File: src/rtl/vme_dec_pkg.sv
`timescale 1ns/1ps
package vme_dec_pkg;
  localparam int N_AM = 6;
  localparam logic [5:0] AM_TABLE [N_AM] = '{6'h39, 6'h3A, 6'h3B, 6'h3D, 6'h3E, 6'h3F};

  typedef enum logic [1:0] {
    CYC_IDLE = 2'd0,
    CYC_WAIT = 2'd1,
    CYC_ACK  = 2'd2
  } cyc_state_e;
endpackage

File: src/rtl/vme_addr_match.sv
`timescale 1ns/1ps
module vme_addr_match #(
  parameter int GA_W   = 5,
  parameter int CHIP_N = 8,
  parameter int REG_W  = 10,
  localparam int ADDR_HI = GA_W + CHIP_N + REG_W
) (
  input  logic [ADDR_HI:1]  addr_i,
  input  logic [5:0]        am_i,
  input  logic [GA_W-1:0]   geo_i,
  input  logic              write_i,
  output logic              am_ok_o,
  output logic              accept_o,
  output logic [CHIP_N-1:0] chip_sel_o,
  output logic [REG_W-1:0]  reg_idx_o
);
  import vme_dec_pkg::*;

  logic [N_AM-1:0]   am_hit;
  logic [GA_W-1:0]   slot_field;
  logic [CHIP_N-1:0] chip_field;
  logic              crate_wide;
  logic              own_slot;
  logic              multi_chip;
  logic              write_ok;
  logic              read_ok;

  for (genvar g = 0; g < N_AM; g++) begin : g_am
    assign am_hit[g] = (am_i == AM_TABLE[g]);
  end

  assign slot_field = addr_i[ADDR_HI -: GA_W];
  assign chip_field = addr_i[REG_W+CHIP_N -: CHIP_N];
  assign reg_idx_o  = addr_i[REG_W:1];
  assign chip_sel_o = chip_field;

  always_comb begin
    am_ok_o    = |am_hit;
    crate_wide = &slot_field;
    own_slot   = (slot_field == geo_i);
    multi_chip = (chip_field & (chip_field - CHIP_N'(1))) != '0;
    write_ok   = own_slot | crate_wide;
    read_ok    = own_slot & ~crate_wide & ~multi_chip;
    accept_o   = am_ok_o & (|chip_field) & (write_i ? write_ok : read_ok);
  end
endmodule

File: src/rtl/vme_cycle_fsm.sv
`timescale 1ns/1ps
module vme_cycle_fsm #(
  parameter int CHIP_N    = 8,
  parameter int REG_W     = 10,
  parameter int DATA_W    = 16,
  parameter int ACK_DELAY = 3,
  localparam int CNT_W = (ACK_DELAY > 1) ? $clog2(ACK_DELAY) : 1
) (
  input  logic              clk,
  input  logic              rst_n,
  input  logic              strobe_on_i,
  input  logic              strobe_off_i,
  input  logic              accept_i,
  input  logic              write_i,
  input  logic [CHIP_N-1:0] chip_sel_i,
  input  logic [REG_W-1:0]  reg_idx_i,
  input  logic [DATA_W-1:0] wdata_i,
  input  logic [DATA_W-1:0] rdata_i,
  output logic [CHIP_N-1:0] ce_n_o,
  output logic [REG_W-1:0]  addr_o,
  output logic              wr_o,
  output logic [DATA_W-1:0] wdata_o,
  output logic              dtack_n_o,
  output logic [DATA_W-1:0] rdata_o,
  output logic              rd_oe_o
);
  import vme_dec_pkg::*;

  localparam logic [CNT_W-1:0] CNT_LAST = CNT_W'(ACK_DELAY - 1);

  cyc_state_e        state_q, state_d;
  logic [CNT_W-1:0]  cnt_q, cnt_d;
  logic [CHIP_N-1:0] ce_n_q, ce_n_d;
  logic              dtack_n_q, dtack_n_d;
  logic              rd_oe_q, rd_oe_d;
  logic              cap_en, rd_cap_en;
  logic [REG_W-1:0]  addr_q;
  logic              wr_q;
  logic [DATA_W-1:0] wdata_q, rdata_q;

  always_comb begin
    state_d   = state_q;
    cnt_d     = cnt_q;
    ce_n_d    = ce_n_q;
    dtack_n_d = dtack_n_q;
    rd_oe_d   = rd_oe_q;
    cap_en    = 1'b0;
    rd_cap_en = 1'b0;
    case (state_q)
      CYC_IDLE: begin
        if (strobe_on_i && accept_i) begin
          state_d = CYC_WAIT;
          cnt_d   = '0;
          ce_n_d  = ~chip_sel_i;
          cap_en  = 1'b1;
        end
      end
      CYC_WAIT: begin
        if (strobe_off_i) begin
          state_d = CYC_IDLE;
          ce_n_d  = '1;
        end else if (cnt_q == CNT_LAST) begin
          state_d   = CYC_ACK;
          dtack_n_d = 1'b0;
          rd_oe_d   = ~wr_q;
          rd_cap_en = ~wr_q;
        end else begin
          cnt_d = cnt_q + 1'b1;
        end
      end
      CYC_ACK: begin
        if (strobe_off_i) begin
          state_d   = CYC_IDLE;
          ce_n_d    = '1;
          dtack_n_d = 1'b1;
          rd_oe_d   = 1'b0;
        end
      end
      default: state_d = CYC_IDLE;
    endcase
  end

  always_ff @(posedge clk or negedge rst_n) begin
    if (!rst_n) begin
      state_q   <= CYC_IDLE;
      cnt_q     <= '0;
      ce_n_q    <= '1;
      dtack_n_q <= 1'b1;
      rd_oe_q   <= 1'b0;
    end else begin
      state_q   <= state_d;
      cnt_q     <= cnt_d;
      ce_n_q    <= ce_n_d;
      dtack_n_q <= dtack_n_d;
      rd_oe_q   <= rd_oe_d;
    end
  end

  always_ff @(posedge clk or negedge rst_n) begin
    if (!rst_n) begin
      addr_q  <= '0;
      wr_q    <= 1'b0;
      wdata_q <= '0;
    end else if (cap_en) begin
      addr_q  <= reg_idx_i;
      wr_q    <= write_i;
      wdata_q <= wdata_i;
    end
  end

  always_ff @(posedge clk or negedge rst_n) begin
    if (!rst_n) begin
      rdata_q <= '0;
    end else if (rd_cap_en) begin
      rdata_q <= rdata_i;
    end
  end

  assign ce_n_o    = ce_n_q;
  assign addr_o    = addr_q;
  assign wr_o      = wr_q;
  assign wdata_o   = wdata_q;
  assign dtack_n_o = dtack_n_q;
  assign rdata_o   = rdata_q;
  assign rd_oe_o   = rd_oe_q;

  assert_ack_held_R9: assert property (@(posedge clk) disable iff (!rst_n)
    (state_q == CYC_ACK && !strobe_off_i) |=> !dtack_n_q);

  assert_ack_release_R9: assert property (@(posedge clk) disable iff (!rst_n)
    (state_q == CYC_ACK && strobe_off_i) |=> (dtack_n_q && (&ce_n_q)));

  assert_oe_read_R8: assert property (@(posedge clk) disable iff (!rst_n)
    rd_oe_q |-> (!wr_q && !dtack_n_q));
endmodule

File: src/rtl/vme_slave_decode.sv
`timescale 1ns/1ps
module vme_slave_decode #(
  parameter int GA_W      = 5,
  parameter int CHIP_N    = 8,
  parameter int REG_W     = 10,
  parameter int DATA_W    = 16,
  parameter int ACK_DELAY = 3,
  localparam int ADDR_HI = GA_W + CHIP_N + REG_W
) (
  input  logic              clk,
  input  logic              rst_n,
  input  logic [GA_W-1:0]   geo_addr,
  input  logic [5:0]        vme_am,
  input  logic [ADDR_HI:1]  vme_addr,
  input  logic              vme_as_n,
  input  logic [1:0]        vme_ds_n,
  input  logic              vme_write_n,
  input  logic [DATA_W-1:0] vme_data_in,
  output logic [DATA_W-1:0] vme_data_out,
  output logic              vme_data_oe,
  output logic              vme_dtack_n,
  output logic [REG_W-1:0]  bus_addr,
  output logic              bus_wr,
  output logic [DATA_W-1:0] bus_wdata,
  input  logic [DATA_W-1:0] bus_rdata,
  output logic [CHIP_N-1:0] bus_ce_n
);
  localparam int AGE_W = $clog2(ACK_DELAY + 2) + 1;
  localparam logic [AGE_W-1:0] AGE_TGT = AGE_W'(ACK_DELAY);

  logic              strobe_on, strobe_off;
  logic              am_ok, accept;
  logic [CHIP_N-1:0] chip_sel;
  logic [REG_W-1:0]  reg_idx;
  logic              ce_idle;

  assign strobe_on  = ~vme_as_n & (vme_ds_n == 2'b00);
  assign strobe_off = (vme_ds_n == 2'b11);

  vme_addr_match #(
    .GA_W(GA_W), .CHIP_N(CHIP_N), .REG_W(REG_W)
  ) u_match (
    .addr_i     (vme_addr),
    .am_i       (vme_am),
    .geo_i      (geo_addr),
    .write_i    (~vme_write_n),
    .am_ok_o    (am_ok),
    .accept_o   (accept),
    .chip_sel_o (chip_sel),
    .reg_idx_o  (reg_idx)
  );

  vme_cycle_fsm #(
    .CHIP_N(CHIP_N), .REG_W(REG_W), .DATA_W(DATA_W), .ACK_DELAY(ACK_DELAY)
  ) u_fsm (
    .clk          (clk),
    .rst_n        (rst_n),
    .strobe_on_i  (strobe_on),
    .strobe_off_i (strobe_off),
    .accept_i     (accept),
    .write_i      (~vme_write_n),
    .chip_sel_i   (chip_sel),
    .reg_idx_i    (reg_idx),
    .wdata_i      (vme_data_in),
    .rdata_i      (bus_rdata),
    .ce_n_o       (bus_ce_n),
    .addr_o       (bus_addr),
    .wr_o         (bus_wr),
    .wdata_o      (bus_wdata),
    .dtack_n_o    (vme_dtack_n),
    .rdata_o      (vme_data_out),
    .rd_oe_o      (vme_data_oe)
  );

  assign ce_idle = &bus_ce_n;

  // checker counter: clocks since the enables went active
  logic [AGE_W-1:0] sel_age;
  always_ff @(posedge clk or negedge rst_n) begin
    if (!rst_n)              sel_age <= '0;
    else if (ce_idle)        sel_age <= '0;
    else if (sel_age != '1)  sel_age <= sel_age + 1'b1;
  end

  assert_dtack_delay_R8: assert property (@(posedge clk) disable iff (!rst_n)
    $fell(vme_dtack_n) |-> (sel_age == AGE_TGT));

  assert_read_onehot_R6: assert property (@(posedge clk) disable iff (!rst_n)
    (!ce_idle && !bus_wr) |-> $onehot(~bus_ce_n));

  assert_ack_needs_ce_R3: assert property (@(posedge clk) disable iff (!rst_n)
    !vme_dtack_n |-> !ce_idle);

  assert_am_gate_R1: assert property (@(posedge clk) disable iff (!rst_n)
    $fell(ce_idle) |-> $past(am_ok));

  assert_ce_stable_R3: assert property (@(posedge clk) disable iff (!rst_n)
    (!ce_idle && $past(!ce_idle)) |-> $stable(bus_ce_n));
endmodule

File: config.mk
export PLATFORM = sky130hd
export DESIGN_NAME = vme_slave_decode
export DESIGN_NICKNAME = d
export VERILOG_FILES = /design/src/rtl/vme_dec_pkg.sv /design/src/rtl/vme_addr_match.sv /design/src/rtl/vme_cycle_fsm.sv /design/src/rtl/vme_slave_decode.sv
export SDC_FILE = /design/constraint.sdc
export NUM_CORES = 1
export LEC_CHECK = 0
export ABC_CLOCK_PERIOD_IN_PS = 5400
export BUFFER_PORTS_ARGS = -buffer_cell sky130_fd_sc_hd__buf_2
export CAP_MARGIN = 20
export CORE_MARGIN = 3
export CORE_UTILIZATION = 50
export CTS_BUF_LIST = sky130_fd_sc_hd__clkbuf_8
export DETAILED_ROUTE_END_ITERATION = 16
export PLACE_DENSITY_LB_ADDON = 0.25
export SYNTH_ARGS = -nofsm -noshare
export SYNTH_HDL_FRONTEND = slang
export SYNTH_SLANG_ARGS = --single-unit
File: constraint.sdc
create_clock -name clk -period 5.4 [get_ports clk]
set_input_delay 0.54 -clock clk [delete_from_list [all_inputs] [get_ports clk]]
set_output_delay 0.54 -clock clk [all_outputs]
set_load 0.02 [all_outputs]
## Word-level counts from Yosys, hierarchy flattened

Cells that the tools add are included.

- Word-level logic and storage cells: 83
- Output and inout port bits: 53
- Bits of input ports: 72
- Flip-flop bits (word level): 57

- Add/subtract/negate cells: 2
- Reduce and logical (&&, ||, !) cells: 15
- Equality and inequality tests: 18
- Bitwise operators: 13
- Mux-type cells: 26

Operators by type and width:

| cell | count |
|---|---|
| $eq A6 B6 Y1 const B | 6 |
| $mux W8 | 2 |
| $pmux W8 S2 | 1 |
| $mux W2 | 7 |
| $mux W1 | 12 |
| $and A8 B8 Y8 | 1 |
| $not A8 Y8 | 1 |
| $reduce_and A4 Y1 | 2 |
| $reduce_bool A8 Y1 | 1 |
| $reduce_or A8 Y1 | 1 |
| $sub A8 B1 Y8 const B | 1 |
| $eq A2 B2 Y1 const B | 3 |
| $ne A2 B1 Y1 const B | 3 |
| $ne A2 B2 Y1 const B | 3 |
| $pmux W2 S3 | 1 |
| $reduce_and A3 Y1 | 2 |
| $reduce_bool A2 Y1 | 3 |
| $reduce_or A6 Y1 | 1 |
| $and A1 B1 Y1 | 5 |
| $eq A5 B5 Y1 | 1 |
| $not A1 Y1 | 5 |
| $reduce_and A5 Y1 | 1 |
| $logic_not A2 Y1 | 2 |
| $pmux W1 S2 | 2 |
| 7 further kinds | 7 |

## Depth between registers and ports, before layout

- Word-level depth: 10
- Depth in mapped cells: 7
- Gate-level depth less buffers: 7

## Hierarchy

A second synthesis with hierarchy kept.

- Cell total of the unflattened synthesis: 214
- Area, all modules: 2826.5 um^2

By module, submodules not included:

| module | seq. area each (um^2) | area an instance (um^2) | instances | cells each |
|---|---|---|---|---|
| vme_cycle_fsm | 1437.6 | 2508.7 | 1 | 171 |
| vme_addr_match | 0.0 | 297.8 | 1 | 40 |
| vme_slave_decode | 0.0 | 20.0 | 1 | 3 |

## Worst setup path before layout

No wires, ideal clock.

- Path type: input-to-reg
- Start: input vme_as_n
- End: register u_fsm.addr_q[0], in the netlist u_fsm.addr_o[0]
- Required time: 5.275 ns
- Arrival: 2.080 ns
- Stages on the path: 6
- Path buffers: 1
- Slack: 3.195 ns
- Setup time: 0.125 ns
- Path through: nand4b_1 or4_4 a221oi_4 nand4_4 buf_6 mux2_4

- Longest elaborated chain between the ends: 5

RTL lines:

| what | line | text |
|---|---|---|
| start, declared | vme_slave_decode.sv:15 | `input logic vme_as_n,` |
| $not A1 Y1 | vme_slave_decode.sv:37 | `assign strobe_on = ~vme_as_n & (vme_ds_n == 2'b00);` |
| $and A1 B1 Y1 | vme_slave_decode.sv:37 |  |
| $logic_and A1 B1 Y1 | vme_cycle_fsm.sv:51 | `if (strobe_on_i && accept_i) begin` |
| $mux W1 | vme_cycle_fsm.sv:51 |  |
| $mux W1 | vme_cycle_fsm.sv:49 | `case (state_q)` |
| end signal, assigned | vme_cycle_fsm.sv:105 | `addr_q <= reg_idx_i;` |
| end, declared | vme_cycle_fsm.sv:37 | `logic [REG_W-1:0] addr_q;` |

Every way passes these cells.
A chain may end at the register's enable or synchronous reset.

## Worst setup path after layout

- Start: input vme_ds_n[1]
- End: register u_fsm.wdata_q[15], in the netlist u_fsm.wdata_o[15]

- Longest elaborated chain between the ends: 5

RTL lines:

| what | line | text |
|---|---|---|
| start, declared | vme_slave_decode.sv:16 | `input logic [1:0] vme_ds_n,` |
| $logic_not A2 Y1 | vme_slave_decode.sv:37 |  |
| $and A1 B1 Y1 | vme_slave_decode.sv:37 |  |
| $logic_and A1 B1 Y1 | vme_cycle_fsm.sv:51 |  |
| $mux W1 | vme_cycle_fsm.sv:51 |  |
| $mux W1 | vme_cycle_fsm.sv:49 |  |
| end signal, assigned | vme_cycle_fsm.sv:107 | `wdata_q <= wdata_i;` |
| end, declared | vme_cycle_fsm.sv:39 | `logic [DATA_W-1:0] wdata_q, rdata_q;` |

Every way passes these cells.

==> results.sh <==
export IMPL_p_per_area_nw_per_um2=299.1
export IMPL_worstRegToRegCells=4
export IMPL_dr_first_iter_drc_count=53
export IMPL_critPathArrivalTime_ps=2620
export IMPL_routed_wl_met3_microns=620
export IMPL_finalPower_uw=1070
export IMPL_worst_setup_path_end_kind="flop"
export IMPL_cts_tree="done"
export IMPL_synthCells=208
export IMPL_totalWireLength_microns=6111
export IMPL_worst_setup_path_type="input port to flop"
export IMPL_die_h_microns=79.74
export IMPL_period_needed_ps=2417
export IMPL_grt_pass1_wl_microns=9680
export IMPL_drv_slew=0
export IMPL_gr_total_overflow=0
export IMPL_switchingPower_uw=312.1
export IMPL_layout_drive_gt1_share=0.5748
export IMPL_routed_via_density=5.017
export IMPL_ys_flop_type="dfrtp_1"
export IMPL_skew_ps=9.731
export IMPL_wl_met1_microns=2513
export IMPL_gp_congestion=0.7301
export IMPL_synth_distinct_cells=41
export IMPL_cap_violations=0
export IMPL_cts_buffer_depth=2
export IMPL_cts_buffers=9
export IMPL_area_delta_synth_final_pct=31.57
export IMPL_antennaDiodeCount=0
export IMPL_slew_headroom=0.5284
export IMPL_vdd_drop_max_uv=227.8
export IMPL_max_freq_ghz=0.4137
export IMPL_worst_r2r_setup_slack_ps=3040
export IMPL_vias=2062
export IMPL_root_buffer="clkbuf_8"
export IMPL_start_util=0.5256
export IMPL_switching_share=0.2916
export IMPL_design_die_area_sq_um=6358
export IMPL_r2r_start="u_fsm.state_q[0]"
export IMPL_finalHoldViolCount=0
export IMPL_dp_cells=395
export IMPL_dr_max_layer_used="met4"
export IMPL_cts_max_level=3
export IMPL_async_flop_share=1.000
export IMPL_setup_viol=0
export IMPL_rsz0062_at_grt="false"
export IMPL_grt_pass1_vias=2010
export IMPL_p_clk_frac=0.366
export IMPL_io_buffers=123
export IMPL_power_leakage_uw=0.001945
export IMPL_seq_area_frac_synth=0.5288
export IMPL_antenna_found_initial=0
export IMPL_fin_setup_tns_ps=0
export IMPL_numClockSinks=57
export IMPL_critPathLaunch="vme_ds_n[1]"
export IMPL_grt_max_degree=58
export IMPL_startpoint_type="input port"
export IMPL_syn_num_nets=284
export IMPL_cts_setup_buffers=0
export IMPL_core_area_sq_um=5172
export IMPL_final_common_cell="buf_2"
export IMPL_io_pin_count=125
export IMPL_holdWs_ps=339.5
export IMPL_yosys_warnings=0
export IMPL_avgRoutedWirePerCell_microns=14.87
export IMPL_syn_area_sq_um=2719
export IMPL_period_share=0.4477
export IMPL_ys_seq_elements=57
export IMPL_routed_wl_met2_microns=2907
export IMPL_grt_use_total=0.2008
export IMPL_antenna_left=0
export IMPL_path_clk_slew_ps=70
export IMPL_nets=412
export IMPL_synth_edff_count=0
export IMPL_layout_common_cells="buf_2, dfrtp_1, mux2_2"
export IMPL_hp_class="input port to async pin"
export IMPL_cts_resized_gates=0
export IMPL_dieWidth_microns=79.74
export IMPL_worstReg2RegEnd="u_fsm.wdata_o[15]"
export IMPL_seqPwrFrac=0.433
export IMPL_worstMarginPinSlew_ps=707.4
export IMPL_synth_avg_cell_area_sq_um=13.07
export IMPL_rows=26
export IMPL_hpwl_microns=4384
export IMPL_cts_hold_buf=0
export IMPL_comb_power_share=0.201
export IMPL_drc=0
export IMPL_first_pass_iters=5
export IMPL_internal_power_uw=757.9
export IMPL_clk_latency_ps=330
export IMPL_crit_path_max_fanout=28
export IMPL_fin_cells=411
export IMPL_status="complete, no violations"
export IMPL_crit_required_ps=5600
## worst max-delay path by stage
stage | to | slack [ps] | cells past startpoint
final | u_fsm.wdata_o[15] | 2980 | 5
after floorplan | u_fsm.addr_o[0] | 3200 | 6
after global placement | u_fsm.wdata_o[1] | 2680 | 6
after detailed placement | u_fsm.addr_o[9] | 2650 | 6
after CTS | u_fsm.wdata_o[15] | 3000 | 6
after global routing | u_fsm.wdata_o[15] | 2790 | 6
## logic make-up (layout without fill, tap and decap cells)
kind of cell             after synthesis  in the layout  share of synthesized area
multiplexers                          52             52                     0.2356
flip-flops                            57             57                     0.5288
XOR/XNOR                               5              5                    0.01611
buffers and inverters                 13            146                    0.02623
adder cells (fa/ha/maj)                5              5                    0.02255
AO/OA/AOI/OAI                         30             30                    0.07686
AND/OR/NAND/NOR                       46             46                    0.09389
## worst max-delay path, stage by stage
cell,delay (ps)
buf_2,140
or4_4,580
a221oi_4,250
nand4_4,570
mux2_4,510
## power by group through the flow
stage / Clock, uW / Combinational [uW] / Sequential (uW)
CTS: 401 / 217 / 464
detailed placement: 0 / 215 / 471
finish: 391 / 215 / 464
global route: 424 / 242 / 467
floorplan: 0 / 121 / 485
global placement: 0 / 213 / 470
## cell usage after synthesis, types with 2 or more instances
cell type,number,area share
nor3_1,2,0.0037
a31oi_1,2,0.0046
mux2_2,24,0.099
xor2_1,2,0.0064
nand2_1,6,0.0083
nand3_1,4,0.0074
dfrtp_1,48,0.44
inv_1,6,0.0083
a2111oi_0,2,0.0064
mux2i_1,10,0.037
nand2b_1,9,0.021
buf_6,3,0.012
mux2_4,18,0.099
xnor2_1,3,0.0097
a21oi_1,13,0.024
ha_1,4,0.018
nor2_1,15,0.021
clkbuf_1,3,0.0041
dfstp_2,9,0.087
o21ai_1,2,0.0037
o21ai_0,3,0.0055
## cell type report
class                           count  area, sq um
Clock buffer                       10        137.6
Clock inverter                      6        58.81
Fill cell                         389         1595
Inverter                            6        22.52
Multi-Input combinational cell    138         1210
Sequential cell                    57         1438
Tap cell                           70        87.58
Timing Repair Buffer              124        623.1
## layer usage
metal / vias to the layer above / GRT usage
li1: 1003 / -
met1: 958 / 0.2582
met2: 94 / 0.3147
met3: 7 / 0.08126
met4: 0 / 0.05574
met5: - / 0
## through the flow
stage	util	setup WS, ps	area [sq um]
2_1_floorplan	-	3195	2719
3_3_place_gp	0.6536	2685	3381
3_5_place_dp	0.6536	2648	3381
4_1_cts	0.6916	2998	3577
5_1_grt	0.6916	2791	3577
6_report	0.6916	2983	3577
## registers in the layout, indices dropped and copies added, names as in the netlist
name             flops
u_fsm.rd_oe_o        1
u_fsm.state_q        2
u_fsm.rdata_o       16
u_fsm.ce_n_o         8
u_fsm.wdata_o       16
u_fsm.addr_o        10
u_fsm.dtack_n_o      1
u_fsm.cnt_q          2
u_fsm.wr_o           1
Power figures use the tool's default switching activity.
